File: config.mk
export PLATFORM = sky130hd
export DESIGN_NAME = hdma_block_ctrl
export DESIGN_NICKNAME = d
export VERILOG_FILES = /design/src/rtl/hdma_pkg.sv /design/src/rtl/hdma_regs.sv /design/src/rtl/hdma_fifo.sv /design/src/rtl/hdma_seq.sv /design/src/rtl/hdma_block_ctrl.sv
export SDC_FILE = /design/constraint.sdc
export NUM_CORES = 1
export LEC_CHECK = 0
export BUFFER_PORTS_ARGS = -buffer_cell sky130_fd_sc_hd__buf_4
export CAP_MARGIN = 20
export CORE_UTILIZATION = 55
export DETAILED_ROUTE_END_ITERATION = 6
export PLACE_DENSITY = 0.72
export REMOVE_ABC_BUFFERS = 1
export SETUP_SLACK_MARGIN = 0.1
export SYNTH_ARGS = -nofsm -noshare
export SYNTH_HDL_FRONTEND = slang
export SYNTH_HIERARCHICAL = 1
export SYNTH_SLANG_ARGS = --single-unit
export TNS_END_PERCENT = 30
File: constraint.sdc
create_clock -name clk -period 6.2 [get_ports clk]
set_input_delay 0.62 -clock clk [delete_from_list [all_inputs] [get_ports clk]]
set_output_delay 0.62 -clock clk [all_outputs]
set_load 0.01 [all_outputs]
File: src/rtl/hdma_pkg.sv
package hdma_pkg;
  localparam int CTRL_W   = 16;
  localparam int LO_W     = 16;
  localparam int HI_W     = 4;
  localparam int PTR_W    = HI_W + LO_W;
  localparam int CODE_W   = 6;
  localparam int BLK_W    = 6;
  localparam int HI_LSB   = 10;
  localparam int CODE_LSB = 4;
  localparam int SRC_BIT  = 3;
  localparam int DIR_BIT  = 2;
  localparam logic [BLK_W-1:0] MAX_BLK = BLK_W'(32);

  typedef struct packed {
    logic [HI_W-1:0]   hi;
    logic [CODE_W-1:0] code;
    logic              src_pu;
    logic              host_wr_dir;
  } xfer_cfg_t;

  localparam xfer_cfg_t CFG_RESET = '{hi: '0, code: CODE_W'(32), src_pu: 1'b0, host_wr_dir: 1'b0};

  function automatic logic [BLK_W-1:0] blk_words(input logic [CODE_W-1:0] c);
    return c[CODE_W-1] ? MAX_BLK : {1'b0, c[CODE_W-2:0]};
  endfunction

  function automatic logic [CTRL_W-1:0] pack_ctrl(input xfer_cfg_t c);
    logic [CTRL_W-1:0] v;
    v = '0;
    v[HI_LSB +: HI_W]     = c.hi;
    v[CODE_LSB +: CODE_W] = c.code;
    v[SRC_BIT]            = c.src_pu;
    v[DIR_BIT]            = c.host_wr_dir;
    return v;
  endfunction

  function automatic xfer_cfg_t unpack_ctrl(input logic [CTRL_W-1:0] v);
    xfer_cfg_t c;
    c.hi          = v[HI_LSB +: HI_W];
    c.code        = v[CODE_LSB +: CODE_W];
    c.src_pu      = v[SRC_BIT];
    c.host_wr_dir = v[DIR_BIT];
    return c;
  endfunction
endpackage

File: src/rtl/hdma_regs.sv
module hdma_regs
  import hdma_pkg::*;
(
  input  logic              clk,
  input  logic              rst,
  input  logic              wr_ctrl,
  input  logic              wr_lo,
  input  logic [CTRL_W-1:0] wdata,
  input  logic              lock,
  input  logic              ptr_inc,
  output xfer_cfg_t         cfg,
  output logic [LO_W-1:0]   lo
);
  logic [PTR_W-1:0] ptr_next;

  assign ptr_next = {cfg.hi, lo} + PTR_W'(1);

  always_ff @(posedge clk) begin
    if (rst) begin
      cfg <= CFG_RESET;
      lo  <= '0;
    end else if (ptr_inc) begin
      cfg.hi <= ptr_next[PTR_W-1:LO_W];
      lo     <= ptr_next[LO_W-1:0];
    end else if (!lock) begin
      if (wr_ctrl) cfg <= unpack_ctrl(wdata);
      if (wr_lo)   lo  <= wdata[LO_W-1:0];
    end
  end

  // a busy block freezes the programmed fields
  a_r9_cfg_frozen: assert property (@(posedge clk) disable iff (rst)
    lock |=> (cfg.code == $past(cfg.code)) && (cfg.src_pu == $past(cfg.src_pu))
             && (cfg.host_wr_dir == $past(cfg.host_wr_dir)));
endmodule

File: src/rtl/hdma_fifo.sv
module hdma_fifo #(
  parameter int W     = 16,
  parameter int DEPTH = 64
) (
  input  logic                       clk,
  input  logic                       rst,
  input  logic                       push,
  input  logic [W-1:0]               wdata,
  input  logic                       pop,
  output logic [W-1:0]               rdata,
  output logic [$clog2(DEPTH):0]     level
);
  localparam int AW = $clog2(DEPTH);
  localparam int LW = AW + 1;

  logic [W-1:0]  store [DEPTH];
  logic [AW-1:0] wp, rp;

  always_ff @(posedge clk) begin
    if (push) store[wp] <= wdata;
  end

  always_ff @(posedge clk) begin
    if (pop) rdata <= store[rp];
  end

  always_ff @(posedge clk) begin
    if (rst) begin
      wp    <= '0;
      rp    <= '0;
      level <= '0;
    end else begin
      if (push) wp <= wp + AW'(1);
      if (pop)  rp <= rp + AW'(1);
      level <= level + LW'(push) - LW'(pop);
    end
  end

  a_r6_no_overflow: assert property (@(posedge clk) disable iff (rst)
    push |-> (level < LW'(DEPTH)));
  a_r10_no_underflow: assert property (@(posedge clk) disable iff (rst)
    pop |-> (level != '0));
endmodule

File: src/rtl/hdma_seq.sv
module hdma_seq
  import hdma_pkg::*;
#(
  parameter int DEPTH = 64,
  parameter int LW    = 7
) (
  input  logic          clk,
  input  logic          rst,
  input  logic          start,
  input  xfer_cfg_t     cfg,
  input  logic [LW-1:0] level,
  input  logic          host_wr,
  input  logic          host_rd,
  input  logic          sink_rd,
  input  logic          mem_ack,
  input  logic          pu_valid,
  output logic          busy,
  output logic          err,
  output logic          host_req,
  output logic          mem_req,
  output logic          pu_ready,
  output logic          src_pu,
  output logic          push,
  output logic          push_host,
  output logic          pop,
  output logic          ptr_inc
);
  logic             dir_q;
  logic [BLK_W-1:0] blk_q, fcnt_q, hcnt_q;

  logic             busy_d, err_d, dir_d, src_d, hreq_d, fill_d;
  logic [BLK_W-1:0] blk_d, fcnt_d, hcnt_d;
  logic             go, legal, fill_acc, host_pop, sink_pop, host_acc, fill_done;
  logic [LW-1:0]    lvl_n;

  always_comb begin
    go        = start && !busy;
    legal     = (cfg.code != '0) && !(cfg.src_pu && cfg.host_wr_dir);
    fill_acc  = (mem_req && mem_ack) || (pu_ready && pu_valid);
    push_host = host_req && dir_q && host_wr;
    host_pop  = host_req && !dir_q && host_rd;
    sink_pop  = sink_rd && (level != '0) && !(busy && !dir_q);
    host_acc  = push_host || host_pop;
    push      = fill_acc || push_host;
    pop       = host_pop || sink_pop;
    ptr_inc   = mem_req && mem_ack;
    lvl_n     = level + LW'(push) - LW'(pop);

    busy_d = busy;
    err_d  = err;
    dir_d  = dir_q;
    src_d  = src_pu;
    blk_d  = blk_q;
    fcnt_d = fcnt_q;
    hcnt_d = hcnt_q;
    if (go) begin
      err_d = !legal;
      if (legal) begin
        busy_d = 1'b1;
        dir_d  = cfg.host_wr_dir;
        src_d  = cfg.src_pu;
        blk_d  = blk_words(cfg.code);
        fcnt_d = '0;
        hcnt_d = '0;
      end
    end else if (busy) begin
      if (fill_acc) fcnt_d = fcnt_q + BLK_W'(1);
      if (host_acc) hcnt_d = hcnt_q + BLK_W'(1);
      if (host_acc && (hcnt_q + BLK_W'(1) == blk_q)) busy_d = 1'b0;
    end

    fill_done = dir_d || (fcnt_d == blk_d);
    fill_d    = busy_d && !dir_d && (fcnt_d < blk_d) && (lvl_n < LW'(DEPTH));
    hreq_d    = busy_d && (hcnt_d < blk_d) &&
                (host_req || (dir_d ? ((LW'(DEPTH) - lvl_n) >= LW'(blk_d))
                                    : (fill_done && (lvl_n >= LW'(blk_d)))));
  end

  always_ff @(posedge clk) begin
    if (rst) begin
      busy     <= 1'b0;
      err      <= 1'b0;
      dir_q    <= 1'b0;
      src_pu   <= 1'b0;
      blk_q    <= MAX_BLK;
      fcnt_q   <= '0;
      hcnt_q   <= '0;
      host_req <= 1'b0;
      mem_req  <= 1'b0;
      pu_ready <= 1'b0;
    end else begin
      busy     <= busy_d;
      err      <= err_d;
      dir_q    <= dir_d;
      src_pu   <= src_d;
      blk_q    <= blk_d;
      fcnt_q   <= fcnt_d;
      hcnt_q   <= hcnt_d;
      host_req <= hreq_d;
      mem_req  <= fill_d && !src_d;
      pu_ready <= fill_d && src_d;
    end
  end

  a_r3_zero_code: assert property (@(posedge clk) disable iff (rst)
    (start && !busy && cfg.code == '0) |=> (err && !busy));
  a_r4_pu_write_illegal: assert property (@(posedge clk) disable iff (rst)
    (start && !busy && cfg.src_pu && cfg.host_wr_dir) |=> (err && !busy));
  a_r5_read_req_full: assert property (@(posedge clk) disable iff (rst)
    ($rose(host_req) && !dir_q) |-> (level >= LW'(blk_q)));
  a_r6_write_req_room: assert property (@(posedge clk) disable iff (rst)
    ($rose(host_req) && dir_q) |-> ((LW'(DEPTH) - level) >= LW'(blk_q)));
  a_r2_fill_bound: assert property (@(posedge clk) disable iff (rst)
    (mem_req || pu_ready) |-> (fcnt_q < blk_q));
  a_r2_host_bound: assert property (@(posedge clk) disable iff (rst)
    host_req |-> (hcnt_q < blk_q));
endmodule

File: src/rtl/hdma_block_ctrl.sv
module hdma_block_ctrl
  import hdma_pkg::*;
#(
  parameter int DATA_W     = 16,
  parameter int FIFO_DEPTH = 64
) (
  input  logic                          clk,
  input  logic                          rst,
  input  logic                          reg_wr_ctrl,
  input  logic                          reg_wr_lo,
  input  logic [15:0]                   reg_wdata,
  output logic [15:0]                   ctrl_rdback,
  output logic [15:0]                   lo_rdback,
  input  logic                          start,
  output logic                          busy,
  output logic                          cfg_err,
  output logic                          host_req,
  input  logic                          host_wr,
  input  logic [DATA_W-1:0]             host_wdata,
  input  logic                          host_rd,
  output logic [DATA_W-1:0]             rd_data,
  input  logic                          sink_rd,
  output logic [$clog2(FIFO_DEPTH):0]   fifo_level,
  output logic                          mem_req,
  output logic [19:0]                   mem_addr,
  input  logic                          mem_ack,
  input  logic [DATA_W-1:0]             mem_rdata,
  output logic                          pu_ready,
  input  logic                          pu_valid,
  input  logic [DATA_W-1:0]             pu_data
);
  localparam int LW = $clog2(FIFO_DEPTH) + 1;

  xfer_cfg_t       cfg;
  logic [LO_W-1:0] lo;
  logic            src_pu, push, push_host, pop, ptr_inc;
  logic [DATA_W-1:0] push_data;

  hdma_regs u_regs (
    .clk(clk), .rst(rst), .wr_ctrl(reg_wr_ctrl), .wr_lo(reg_wr_lo),
    .wdata(reg_wdata), .lock(busy), .ptr_inc(ptr_inc), .cfg(cfg), .lo(lo)
  );

  hdma_seq #(.DEPTH(FIFO_DEPTH), .LW(LW)) u_seq (
    .clk(clk), .rst(rst), .start(start), .cfg(cfg), .level(fifo_level),
    .host_wr(host_wr), .host_rd(host_rd), .sink_rd(sink_rd),
    .mem_ack(mem_ack), .pu_valid(pu_valid),
    .busy(busy), .err(cfg_err), .host_req(host_req), .mem_req(mem_req),
    .pu_ready(pu_ready), .src_pu(src_pu), .push(push), .push_host(push_host),
    .pop(pop), .ptr_inc(ptr_inc)
  );

  assign push_data = push_host ? host_wdata : (src_pu ? pu_data : mem_rdata);

  hdma_fifo #(.W(DATA_W), .DEPTH(FIFO_DEPTH)) u_fifo (
    .clk(clk), .rst(rst), .push(push), .wdata(push_data), .pop(pop),
    .rdata(rd_data), .level(fifo_level)
  );

  assign ctrl_rdback = pack_ctrl(cfg);
  assign lo_rdback   = lo;
  assign mem_addr    = {cfg.hi, lo};

  a_r7_addr_step: assert property (@(posedge clk) disable iff (rst)
    (mem_req && mem_ack) |=> (mem_addr == $past(mem_addr) + 20'd1));
  a_r8_pu_excl: assert property (@(posedge clk) disable iff (rst)
    pu_ready |-> !mem_req);
endmodule

# Yosys cells after proc, flatten, opt, wreduce, memory -nomap -nowiden
# Memory sizes are Yosys's and may differ from the RTL's. A register that Yosys moved wholly into a read port is not among the register bits.
# Index checks and enable logic that the tools add are counted.
[totals]
output_inout_bits = 80
regBits = 72
ram_bits = 1024
wordCells = 108
input_bits = 74
n_memories = 1
[op_classes]
bitwise = 2
add_sub_neg = 8
reduce_logical = 41
magnitude_cmp = 5
n_eq_ne = 3
mux = 30
[mem_list]
columns = ["name", "depth", "width", "read_ports", "rd_ports_with_merged_regs", "wr", "line", "source"]
rows = [
  ["u_fifo.store", 64, 16, 1, 1, 1, "hdma_fifo.sv:16", "logic [W-1:0] store [DEPTH];"],
]
[ops]
columns = ["operator", "count"]
rows = [
  ["$mux 16", 5],
  ["$mux 6", 11],
  ["$add 6x1->6 const B", 4],
  ["$mux 12", 2],
  ["$logic_and 1x1->1", 21],
  ["$add 20x1->20 const B", 1],
  ["$ge 7x6->1", 2],
  ["$eq 6x6->1", 2],
  ["$lt 6x6->1", 2],
  ["$mux 1", 11],
  ["$add 7x1->7", 1],
  ["$logic_not 1->1", 7],
  ["$lt 7x7->1 const B", 1],
  ["$reduce_bool 7->1", 1],
  ["$sub 7x1->7", 1],
  ["$sub 7x7->7 const A", 1],
  ["$logic_or 1x1->1", 6],
  ["$reduce_bool 6->1", 1],
  ["$mux 4", 1],
  ["$reduce_and 2->1", 2],
  ["$reduce_bool 2->1", 2],
  ["$reduce_and 3->1", 1],
  ["$ne 2x2->1 const B", 1],
  ["$not 1->1", 2],
]

# Depth between registers and ports, before layout
# Gate-level depths: netlist of run 1.
[depth]
word_depth = 12
depth_mapped = 19
mapped_depth_nobuf = 19

# By module
# Netlist of run 1, hierarchy kept.
[by_module_without_submodules]
columns = ["module", "instances", "cells_per_inst", "area_per_inst_um2", "seq_area_each_um2"]
rows = [
  ["hdma_fifo", 1, 2001, 41001.8, 31610.3],
  ["hdma_seq", 1, 270, 2282.2, 500.5],
  ["hdma_regs", 1, 197, 1625.3, 560.5],
  ["hdma_block_ctrl", 1, 78, 529.3, 0.0],
]

# Worst setup path after synthesis of run 1
# Ideal clock, no wire load.
[synth_path]
path_kind = "register to register"
from = "register u_fifo.level[5]"
to = "register u_seq.host_req"
stages_incl_launch_ff = 20
t_required_ns = 6.070
setup_ns = 0.130
path_buffers = 0
t_arrival_ns = 4.733
setup_slack_ns = 1.337
period_less_slack_ns = 4.863
cell_sequence = "dfxtp_1 -> inv_1 -> ha_1 -> nand2_1 -> nor4_1 -> o22ai_1 -> ha_1 -> inv_1 -> ha_1 -> inv_1 -> fa_1 -> xnor2_1 -> nand2b_1 -> and3b_1 -> xnor2_1 -> ha_1 -> a21oi_1 -> o21ai_0 -> a2111oi_0 -> a21oi_1"
[synth_between]
elab_chain_cells = 10
elab_cells_between_ends = 13
cone_classes = "add/sub (3); order compare (2); mux (1); reduce/logical (7)"
[synth_lines]
columns = ["element", "line", "source"]
rows = [
  ["start, declared", "hdma_fifo.sv:11", "output logic [$clog2(DEPTH):0] level"],
  ["start signal, assigned", "hdma_fifo.sv:35", "level <= level + LW'(push) - LW'(pop);"],
  ["$reduce_bool 7->1 (*)", "hdma_seq.sv:42", "sink_pop = sink_rd && (level != '0) && !(busy && !dir_q);"],
  ["$logic_and 1x1->1 (*) (2 in a row)", "hdma_seq.sv:42", ""],
  ["$logic_or 1x1->1 (*)", "hdma_seq.sv:45", "pop = host_pop || sink_pop;"],
  ["via pop", "hdma_block_ctrl.sv:36", "logic src_pu, push, push_host, pop, ptr_inc;"],
  ["$sub 7x1->7 (*)", "hdma_seq.sv:47", "lvl_n = level + LW'(push) - LW'(pop);"],
  ["$sub 7x7->7 or $ge 7x6->1 (tied branches)", "hdma_seq.sv:75, hdma_seq.sv:76", ""],
  ["$ge 7x6->1 or $logic_and 1x1->1 (tied branches)", "hdma_seq.sv:75, hdma_seq.sv:76", ""],
  ["$mux 1 (*)", "hdma_seq.sv:75", "(host_req || (dir_d ? ((LW'(DEPTH) - lvl_n) >= LW'(blk_d))"],
  ["$logic_or 1x1->1 (*)", "hdma_seq.sv:75", ""],
  ["$logic_and 1x1->1 (*)", "hdma_seq.sv:74", "hreq_d = busy_d && (hcnt_d < blk_d) &&"],
  ["end signal, assigned", "hdma_seq.sv:99", "host_req <= hreq_d;"],
  ["end, declared", "hdma_seq.sv:19", "output logic host_req,"],
]
# Mark *: on every way through the listed nets, which the timed path passes. The rest lies on a longest branch.
# A chain may end at the register's enable or synchronous reset.

# Final worst setup path of run 1
[layout_path]
from = "register u_fifo.level[2]"
to = "register u_seq.host_req"
# The elaborated chain is that of the path after synthesis.

==> impl_metrics.toml, run 1 <==
[sta]
fin_crit_sh_pct = 75.8
rsz0062_at_grt = "no"
max_freq_mhz = 213
period_needed_ps = 4700
final-setup-viol-count = 0
whs_ps = 223
skew_ps = 43.9
max_slew_margin_pct = 26.2
timing.setup.tns_ps = 0
worst_pin_slew_ps = 1080
hold_viol_final = 0
slew_viol_final = 0

[critical_path]
crit_path_frequent_cell = "ha_1"
cp.arrival_ps = 5220
worstPathMaxFanout = 23
crit_chain = "inv_1, ha_1, nand2_1, nor4_1, o22ai_4, buf_4, ha_1, inv_1, ha_1, inv_1, fa_1, xnor2_1, nand2b_1, and3b_1, xnor2_1, ha_1, a21oi_1, o21ai_0, a2111oi_0, a21oi_1"
start_kind = "flip-flop"
crit_family = "adder cells"
crit_path_top_delay_cell = "nor4_1"
cp_slowest_stage_delay_ps = 480
worstPathRequired_ps = 6720
cp-end-kind = "flip-flop"
critPathKind = "reg2reg"
critPathBufInv = 4

[placement]
portBuffers = 149
gp_congestion = 0.902
dp_hpwl_um = 63500

[global_routing]
antenna_found_initial = 0
grt_max_degree = 120
grt_use_total_pct = 25.8
overflow = 0
grt_pass1_wl_um = 157000
grt_pass1_vias = 24400

[final_layout]
syn_to_final_growth_pct = 13.2
drive_above_1_share_pct = 22.4
mostFrequentLayoutCells = "edfxtp_1, buf_4, mux2i_1"
utilization_pct = 62.8
nets = 2873
num_antenna_cells = 0
final_common_cell = "edfxtp_1"

[power]
vdd_drop_max_uv = 294
p_total_mw = 18.3
p_per_area_nw_per_um2 = 355
p_leak_nw = 16.4

[synth]
yosysSeqAreaShare_pct = 71.9
synth_seq_cells = 1112
ys_types = 81
synthCells = 2546
yosysWarnings = 6
synth_edf_count = 1040
synth_area_per_cell_um2 = 17.8
synth_area_um2 = 45400
synth_top_flop_cell = "edfxtp_1"
async_flop_share_pct = 0

[floorplan]
die_w_um = 289
initial_utilization_pct = 55.4
fp-row-count = 105
die_h_um = 289
dieArea_um2 = 83800
core_um2 = 82000
pin_count = 154

[clock_network]
cts_root_buf = "clkbuf_16"
numClockSinks = 1112
cts_hold_buf = 0
tritoncts = "yes"
max-clock-path-buffers = 3
cts_setup_buffers = 0
cts_max_level = 3
clk-insertion-delay-late_ps = 680
numCtsBuffers = 109
cts.clk_slew.worst_paths_ps = 70
cts_resized = 0

[drt]
routedWlPerCell_um = 27.5
drc = 0
drt_wl_total_um = 108000
first_pass_iters = 6
ant_nets = 0
num_vias = 24900
drtIter0Drc = 2960
via_per_inst = 6.36

[run_status]
outcome = "finished clean"

[worst_hold_path]
hold_path.class = "in2reg"

[run]
cap_viol_max_count = 0
-- cells in the mapped netlist (5+ instances only) --
master / n / area, um^2
o211ai_1: 5 / 37.5
a221oi_1: 31 / 272
o21ai_1: 13 / 65.1
nor2_1: 133 / 499
nand2b_1: 18 / 113
o21ai_0: 66 / 330
or3_1: 5 / 31.3
nor3_1: 21 / 105
o22ai_1: 36 / 225
nand2_1: 75 / 282
nand3b_1: 6 / 45.0
clkbuf_1: 54 / 203
a21o_1: 8 / 60.1
mux4_2: 168 / 3780
a22oi_1: 29 / 218
o211a_1: 10 / 100
a211o_1: 6 / 52.6
inv_1: 33 / 124
ha_1: 44 / 551
o221ai_1: 19 / 166
mux2_2: 12 / 135
dfxtp_1: 72 / 1440
buf_4: 41 / 308
and2_1: 10 / 62.6
nand3_1: 29 / 145
xor2_1: 14 / 123
xnor2_1: 18 / 158
a211oi_1: 43 / 323
buf_2: 36 / 180
a2111oi_0: 15 / 131
nor4_1: 5 / 31.3
nand4_1: 13 / 81.3
buf_1: 7 / 26.3
and3_1: 14 / 87.6
edfxtp_1: 1040 / 31200
a21oi_1: 51 / 255
nor2b_1: 30 / 188
nor3b_1: 9 / 67.6
buf_6: 18 / 203
mux2i_1: 223 / 2230
-- flip-flops by register name, indices dropped and copies added, names as in the netlist, 6 cells and up --
name          flops
u_fifo/rdata     16
u_regs/cfg       12
u_fifo/level      7
u_fifo/store   1024
u_fifo/rp         6
u_fifo/wp         6
u_seq/hcnt_q      6
u_seq/fcnt_q      6
u_regs/lo        16
u_seq/blk_q       6
-- logic make-up after synthesis --
family / count (synthesis) / synth area share [%]
mux: 406 / 13.7
fa+ha+maj: 46 / 1.30
simple gates: 392 / 4.42
xor+xnor: 32 / 0.617
buf+inv: 193 / 2.44
compound gates: 364 / 5.61
other cells: 1 / 0.00825
flops: 1112 / 71.9
-- through the flow --
stage                     setup slack [ps]  std cells  cell area, um^2
after detailed placement              1480       3711            48000
after global routing                  1110       3913            51400
after CTS                             1420       3912            51400
after global placement                1510       3709            48000
after floorplan                      -6540       2389            44500
final                                 1500       3913            51400
-- cell type report --
type | count | area [um^2]
fill | 5679 | 30500
clock inverter | 52 | 464
sequential | 1112 | 32700
timing repair buffer | 253 | 1940
multi-input combinational | 1244 | 11900
tap | 1070 | 1340
inverter | 33 | 124
clock buffer | 149 | 2980
-- report_power, final --
part | total (mW) | internal [mW] | switching, mW | leakage, nW
combinational | 3.29 | 1.47 | 1.82 | 4.82
sequential | 8.63 | 8.39 | 0.237 | 9.94
clock | 6.34 | 3.62 | 2.72 | 1.66
-- worst register-to-register path, delay by kind of cell, from the launching register on --
kind	cells	cell delay (ps)
simple gates	4	910
compound gates	5	940
buf+inv	4	500
fa+ha+maj	5	1370
flops	1	360
xor+xnor	2	480
-- per-layer routing --
layer | up-vias | wire, um | GRT usage (%)
li1 | 10700 | - | -
met1 | 12800 | 44000 | 37.5
met2 | 1284 | 50700 | 40.2
met3 | 146 | 10200 | 4.67
met4 | 0 | 2820 | 7.45
met5 | - | 0 | 0
-- path summary, 6_finish.rpt --
path	from	to	slack (ps)	depth (start not counted)
setup reg to reg	u_fifo/level[2]	u_seq/host_req	1500	20
hold / removal	reg_wdata[7]	u_regs/lo[7]	220	3
hold reg to reg	u_seq/err	u_seq/err	510	2
setup / recovery	u_fifo/level[2]	u_seq/host_req	1500	20
Power figures use the tool's default switching activity.
==> run 2, diff against run 1 <==
Settings changed: PLACE_DENSITY 0.72 to 0.75.
Clock period 6.2 ns to 4.28 ns, I/O delays scaled along.
==> run 2 against run 1 <==
The run now ends with design-rule violations left. Sequential share of layout area shrank 0.28 points. Final cell count up 0.72%. Wire length increased by 0.48%. Die area did not move. Count of clock-buffer cells in the layout decreased by 10. Sequential power increased by 44%. Hold slack worse by 170 ps. Via count grew 0.31%. Register-to-register slack worse by 1100 ps. Largest cell class unchanged. Highest routed layer unchanged.
==> impl_metrics.toml, run 2 (synthesized netlist as in run 1, its figures left out) <==
[run_status]
violations = "design-rule violations"
outcome = "finished, violations left"

[drt]
drc = 2
drt_wl_total_um = 108000
first_pass_iters = 7
num_vias = 25000
drtIter0Drc = 2725
ant_nets = 0
routedWlPerCell_um = 27.5
via_per_inst = 6.34

[clock_network]
max-clock-path-buffers = 3
numCtsBuffers = 105
clk-insertion-delay-late_ps = 660
cts_setup_buffers = 0
numClockSinks = 1112
cts_root_buf = "clkbuf_16"
cts_max_level = 3
cts.clk_slew.worst_paths_ps = 60
tritoncts = "yes"

[floorplan]
pin_count = 154
core_um2 = 82000
initial_utilization_pct = 55.4
fp-row-count = 105
die_w_um = 289
die_h_um = 289
dieArea_um2 = 83800

[placement]
gp_congestion = 0.859
dp_hpwl_um = 64100
dpl_cell_area_um2 = 48200
portBuffers = 149

[sta]
skew_ps = 19.7
period_needed_ps = 3860
max_slew_margin_pct = 31.0
hold_viol_final = 0
fin_crit_sh_pct = 90.2
final-setup-viol-count = 0
rsz0062_at_grt = "no"
timing.setup.tns_ps = 0
slew_viol_final = 0
max_freq_mhz = 259
worst_pin_slew_ps = 1030

[critical_path]
critPathKind = "reg2reg"
start_kind = "flip-flop"
cp.arrival_ps = 4380
crit_path_frequent_cell = "ha_1"
critPathBufInv = 4
worstPathRequired_ps = 4800
cp-end-kind = "flip-flop"
crit_chain = "inv_1, ha_1, nand2_1, nor4_2, buf_4, o22ai_4, ha_1, inv_1, ha_1, inv_1, fa_1, ha_1, nand2b_1, and3b_1, xnor2_1, ha_1, a21oi_1, o21ai_0, a2111oi_1, a21oi_1"
crit_family = "adder cells"
cp_slowest_stage_delay_ps = 530
crit_path_top_delay_cell = "fa_1"
worstPathMaxFanout = 5

[global_routing]
grt_max_degree = 128
grt_util_met1_pct = 36.4
grt_use_total_pct = 26.1
busiest_layer = "met2"
antenna_found_initial = 0
use_met3_pct = 4.97
grt_pass1_wl_um = 160000
use_met2_pct = 42.1
overflow = 0
grt_pass1_vias = 25000

[run]
cap_viol_max_count = 0

[final_layout]
fill_cells = 5556
mostFrequentLayoutCells = "edfxtp_1, buf_4, mux2i_1"
layout.area.seq_um2 = 32700
drive_above_1_share_pct = 23.4
multi_input_area_um2 = 11900
regMostFlops = "u_fifo/store"
num_antenna_cells = 0
top_regs = "u_fifo/store: 1024 flops, u_fifo/rdata: 16 flops, u_regs/lo: 16 flops"
final_common_cell = "edfxtp_1"
utilization_pct = 63.0
largest_reg_flops = 1024
syn_to_final_growth_pct = 13.7
stdcell_area_um2 = 51700
nets = 2900

[power]
vdd_drop_max_uv = 439
p_per_area_nw_per_um2 = 511
p_leak_nw = 16.6

[worst_hold_path]
hold_path.class = "in2reg"
## run 2: changes by cell type in the layout (fill, tap and decap cells not counted), sizes merged
cell,change
buf,+30
clkbuf,-10
clkinv,+7
bufinv,+2
clkinvlp,-2
dlygate4sd3,+1
## run 2: final timing paths
path / start / end / slack [ps] / cells after the start
worst max-delay path: u_fifo/level[4] / u_seq/host_req / 420 / 20
worst max register to register: u_fifo/level[4] / u_seq/host_req / 420 / 20
worst min register to register: u_seq/err / u_seq/err / 520 / 2
worst min-delay path: reg_wdata[3] / u_regs/cfg[1] / 60 / 3
## run 2: per-stage QoR
| step | std cells | total power [mW] | hold WS [ps] | worst slack [ps] |
|---|---|---|---|---|
| floorplan | 2389 | 16.3 | 493 | -8460 |
| CTS | 3940 | 26.5 | 27.4 | 283 |
| global route | 3941 | 27.4 | 31.0 | 119 |
| global placement | 3740 | 17.4 | 478 | 296 |
| finish | 3941 | 26.4 | 57.7 | 422 |
| detailed placement | 3741 | 17.5 | 498 | 284 |
## run 2: routing by layer
layer / vias to the layer above / wire [um]
li1: 10700 / -
met1: 12800 / 42700
met2: 1313 / 52800
met3: 142 / 9790
met4: 0 / 2960
met5: - / 0
## run 2: what timing repair did
item	in CTS	in global routing
gates resized for setup	0	5
endpoints found under the hold margin	1	0
hold buffers	1	0
setup endpoints to repair	0	1
## run 2: tightest hold or removal path: stages
cell     delay, ps
buf_4          110
nand2_1         60
a21oi_1         50
## run 2: where the power goes
group,total [mW],internal [mW],switching (mW),leakage [nW]
clock network,9.05,5.16,3.89,1.64
logic,5.00,2.22,2.78,4.99
registers,12.4,12.2,0.218,9.94
total,26.4,19.5,6.89,16.6
## run 2: area by class of cell
class	instances	area share, %
Timing Repair Buffer	284	4.28
Multi-Input combinational cell	1244	23.1
Clock inverter	59	1.06
Clock buffer	139	5.49
Tap cell	1070	2.59
Inverter	33	0.240
Sequential cell	1112	63.3
==> run 3, diff against run 2 <==
Clock period 4.28 ns to 3.45 ns, I/O delays scaled along.
==> run 3 against run 2 <==
The run ends with negative setup slack left. Largest cell class unchanged. Highest routed layer is now met5. First-iteration DRC count rose by 0.29%. Count of clock-buffer cells in the layout rose by 1. Design area rose by 1.2%. Total power rose by 26%. Hold slack improved by 1.2 ps. Clock power rose by 24%. Critical path type unchanged.
==> impl_metrics.toml, run 3 (synthesized netlist as in run 1, its figures left out) <==
[run_status]
outcome = "finished, violations left"
violations = "negative setup slack"

[critical_path]
cp.arrival_ps = 4210
worstPathMaxFanout = 2
crit_path_top_delay_cell = "fa_2"
cp-end-kind = "flip-flop"
r2r_cells = 20
critPathKind = "reg2reg"
crit_chain = "inv_1, ha_1, nand2_1, nor4_2, buf_4, o22ai_4, ha_1, inv_1, ha_2, inv_1, fa_2, ha_2, nand2b_1, and3b_2, xnor2_1, ha_1, a21oi_2, o21ai_2, a2111oi_2, a21oi_1"
start_kind = "flip-flop"
cp_slowest_stage_delay_ps = 540
worstPathRequired_ps = 3980

[power]
p_leak_nw = 16.9
p_per_area_nw_per_um2 = 636
p_total_mw = 33.3
vdd_drop_max_uv = 489

[floorplan]
core_um2 = 82000
die_h_um = 289
die_w_um = 289
fp-row-count = 105
pin_count = 154
initial_utilization_pct = 55.4
dieArea_um2 = 83800

[sta]
finalWorstSetupSlack_ps = -224
max_freq_mhz = 272
slew_viol_final = 0
rsz0062_at_grt = "yes"
period_needed_ps = 3670
max_slew_margin_pct = 29.6
skew_ps = 24.2
hold_viol_final = 0
final-setup-viol-count = 2
worst_pin_slew_ps = 1050
whs_ps = 58.9
fin_crit_sh_pct = 106

[placement]
dp_hpwl_um = 65800
portBuffers = 149
gp_congestion = 0.879

[clock_network]
cts_max_level = 3
cts.clk_slew.worst_paths_ps = 60
max-clock-path-buffers = 3
numClockSinks = 1112
cts_root_buf = "clkbuf_16"
numCtsBuffers = 104
clk-insertion-delay-late_ps = 660
tritoncts = "yes"

[drt]
drtIter0Drc = 2733
via_per_inst = 6.34
routedWlPerCell_um = 27.3
num_vias = 25400
drt_wl_total_um = 109000
first_pass_iters = 5
drc = 0
ant_nets = 0

[run]
cap_viol_max_count = 0

[final_layout]
final_common_cell = "edfxtp_1"
syn_to_final_growth_pct = 15.1
nets = 2968
mostFrequentLayoutCells = "edfxtp_1, buf_4, mux2i_1"
layout.area.seq_um2 = 32700
multi_input_area_um2 = 12000
regMostFlops = "u_fifo/store"
drive_above_1_share_pct = 25.0
fill_cells = 5585
top_regs = "u_fifo/store: 1024 flops, u_fifo/rdata: 16 flops, u_regs/lo: 16 flops"
largest_reg_flops = 1024

[global_routing]
grt_pass1_wl_um = 162000
grt_max_degree = 86
grt_use_total_pct = 26.4
antenna_found_initial = 1
grt_pass1_vias = 25500
overflow = 0

[worst_hold_path]
hold_path.class = "in2reg"
hold_depth = 3
## run 3: final timing paths
check	start	to	slack, ps
hold / removal	reg_wdata[15]	u_regs/lo[15]	60
setup / recovery	u_fifo/level[2]	u_seq/host_req	-220
setup reg to reg	u_fifo/level[2]	u_seq/host_req	-220
hold reg to reg	u_regs/cfg[5]	u_regs/cfg[5]	510
## run 3: critical path, delay by kind of cell, from the launching register on
family	cells	cell delay, ps
AO/OA/AOI/OAI	5	770
XOR/XNOR	1	120
adder cells (fa/ha/maj)	6	1580
buffers and inverters	4	310
flip-flops	1	340
AND/OR/NAND/NOR	4	430
## run 3: area by class of cell
class	instances	area share, %
clock inverter	50	0.942
antenna	1	0.00478
tap	1070	2.56
inverter	33	0.237
multi-input combinational	1244	22.9
clock buffer	140	5.43
sequential	1112	62.5
timing repair buffer	353	5.48
## run 3: routing by layer
| layer | up-vias | wire length [um] | track usage [%] |
|---|---|---|---|
| met5 | - | 115 | 0.852 |
| met4 | 4 | 3670 | 9.53 |
| met3 | 180 | 9790 | 4.94 |
| met2 | 1295 | 53400 | 42.9 |
| met1 | 13000 | 42400 | 35.9 |
| li1 | 10900 | - | - |
## run 3: timing repair
item                                    in CTS  in global routing
resized for setup                            1                 14
setup buffers                                0                  0
endpoints found under the setup margin       4                  4
hold buffers                                 9                  0
endpoints found under the hold margin       15                  0
pin swaps                                    2                  2
gates cloned                                 0                  0
## run 3: metrics by stage
| stage | instances | setup WS [ps] | TNS [ps] | utilization [%] | cell area [um^2] |
|---|---|---|---|---|---|
| after global routing | 4002 | -490 | -949 | 63.8 | 52300 |
| final | 4003 | -224 | -239 | 63.8 | 52300 |
| after detailed placement | 3802 | -381 | -642 | 59.5 | 48800 |
| after floorplan | 2389 | -9290 | -490550 | - | 44500 |
| after CTS | 4001 | -363 | -430 | 63.7 | 52200 |
| after global placement | 3802 | -499 | -726 | 59.5 | 48800 |
## run 3: power breakdown
part | leakage (nW) | internal (mW) | switching, mW
registers | 9.94 | 15.1 | 0.281
logic | 5.36 | 3.11 | 3.58
clock network | 1.62 | 6.44 | 4.80
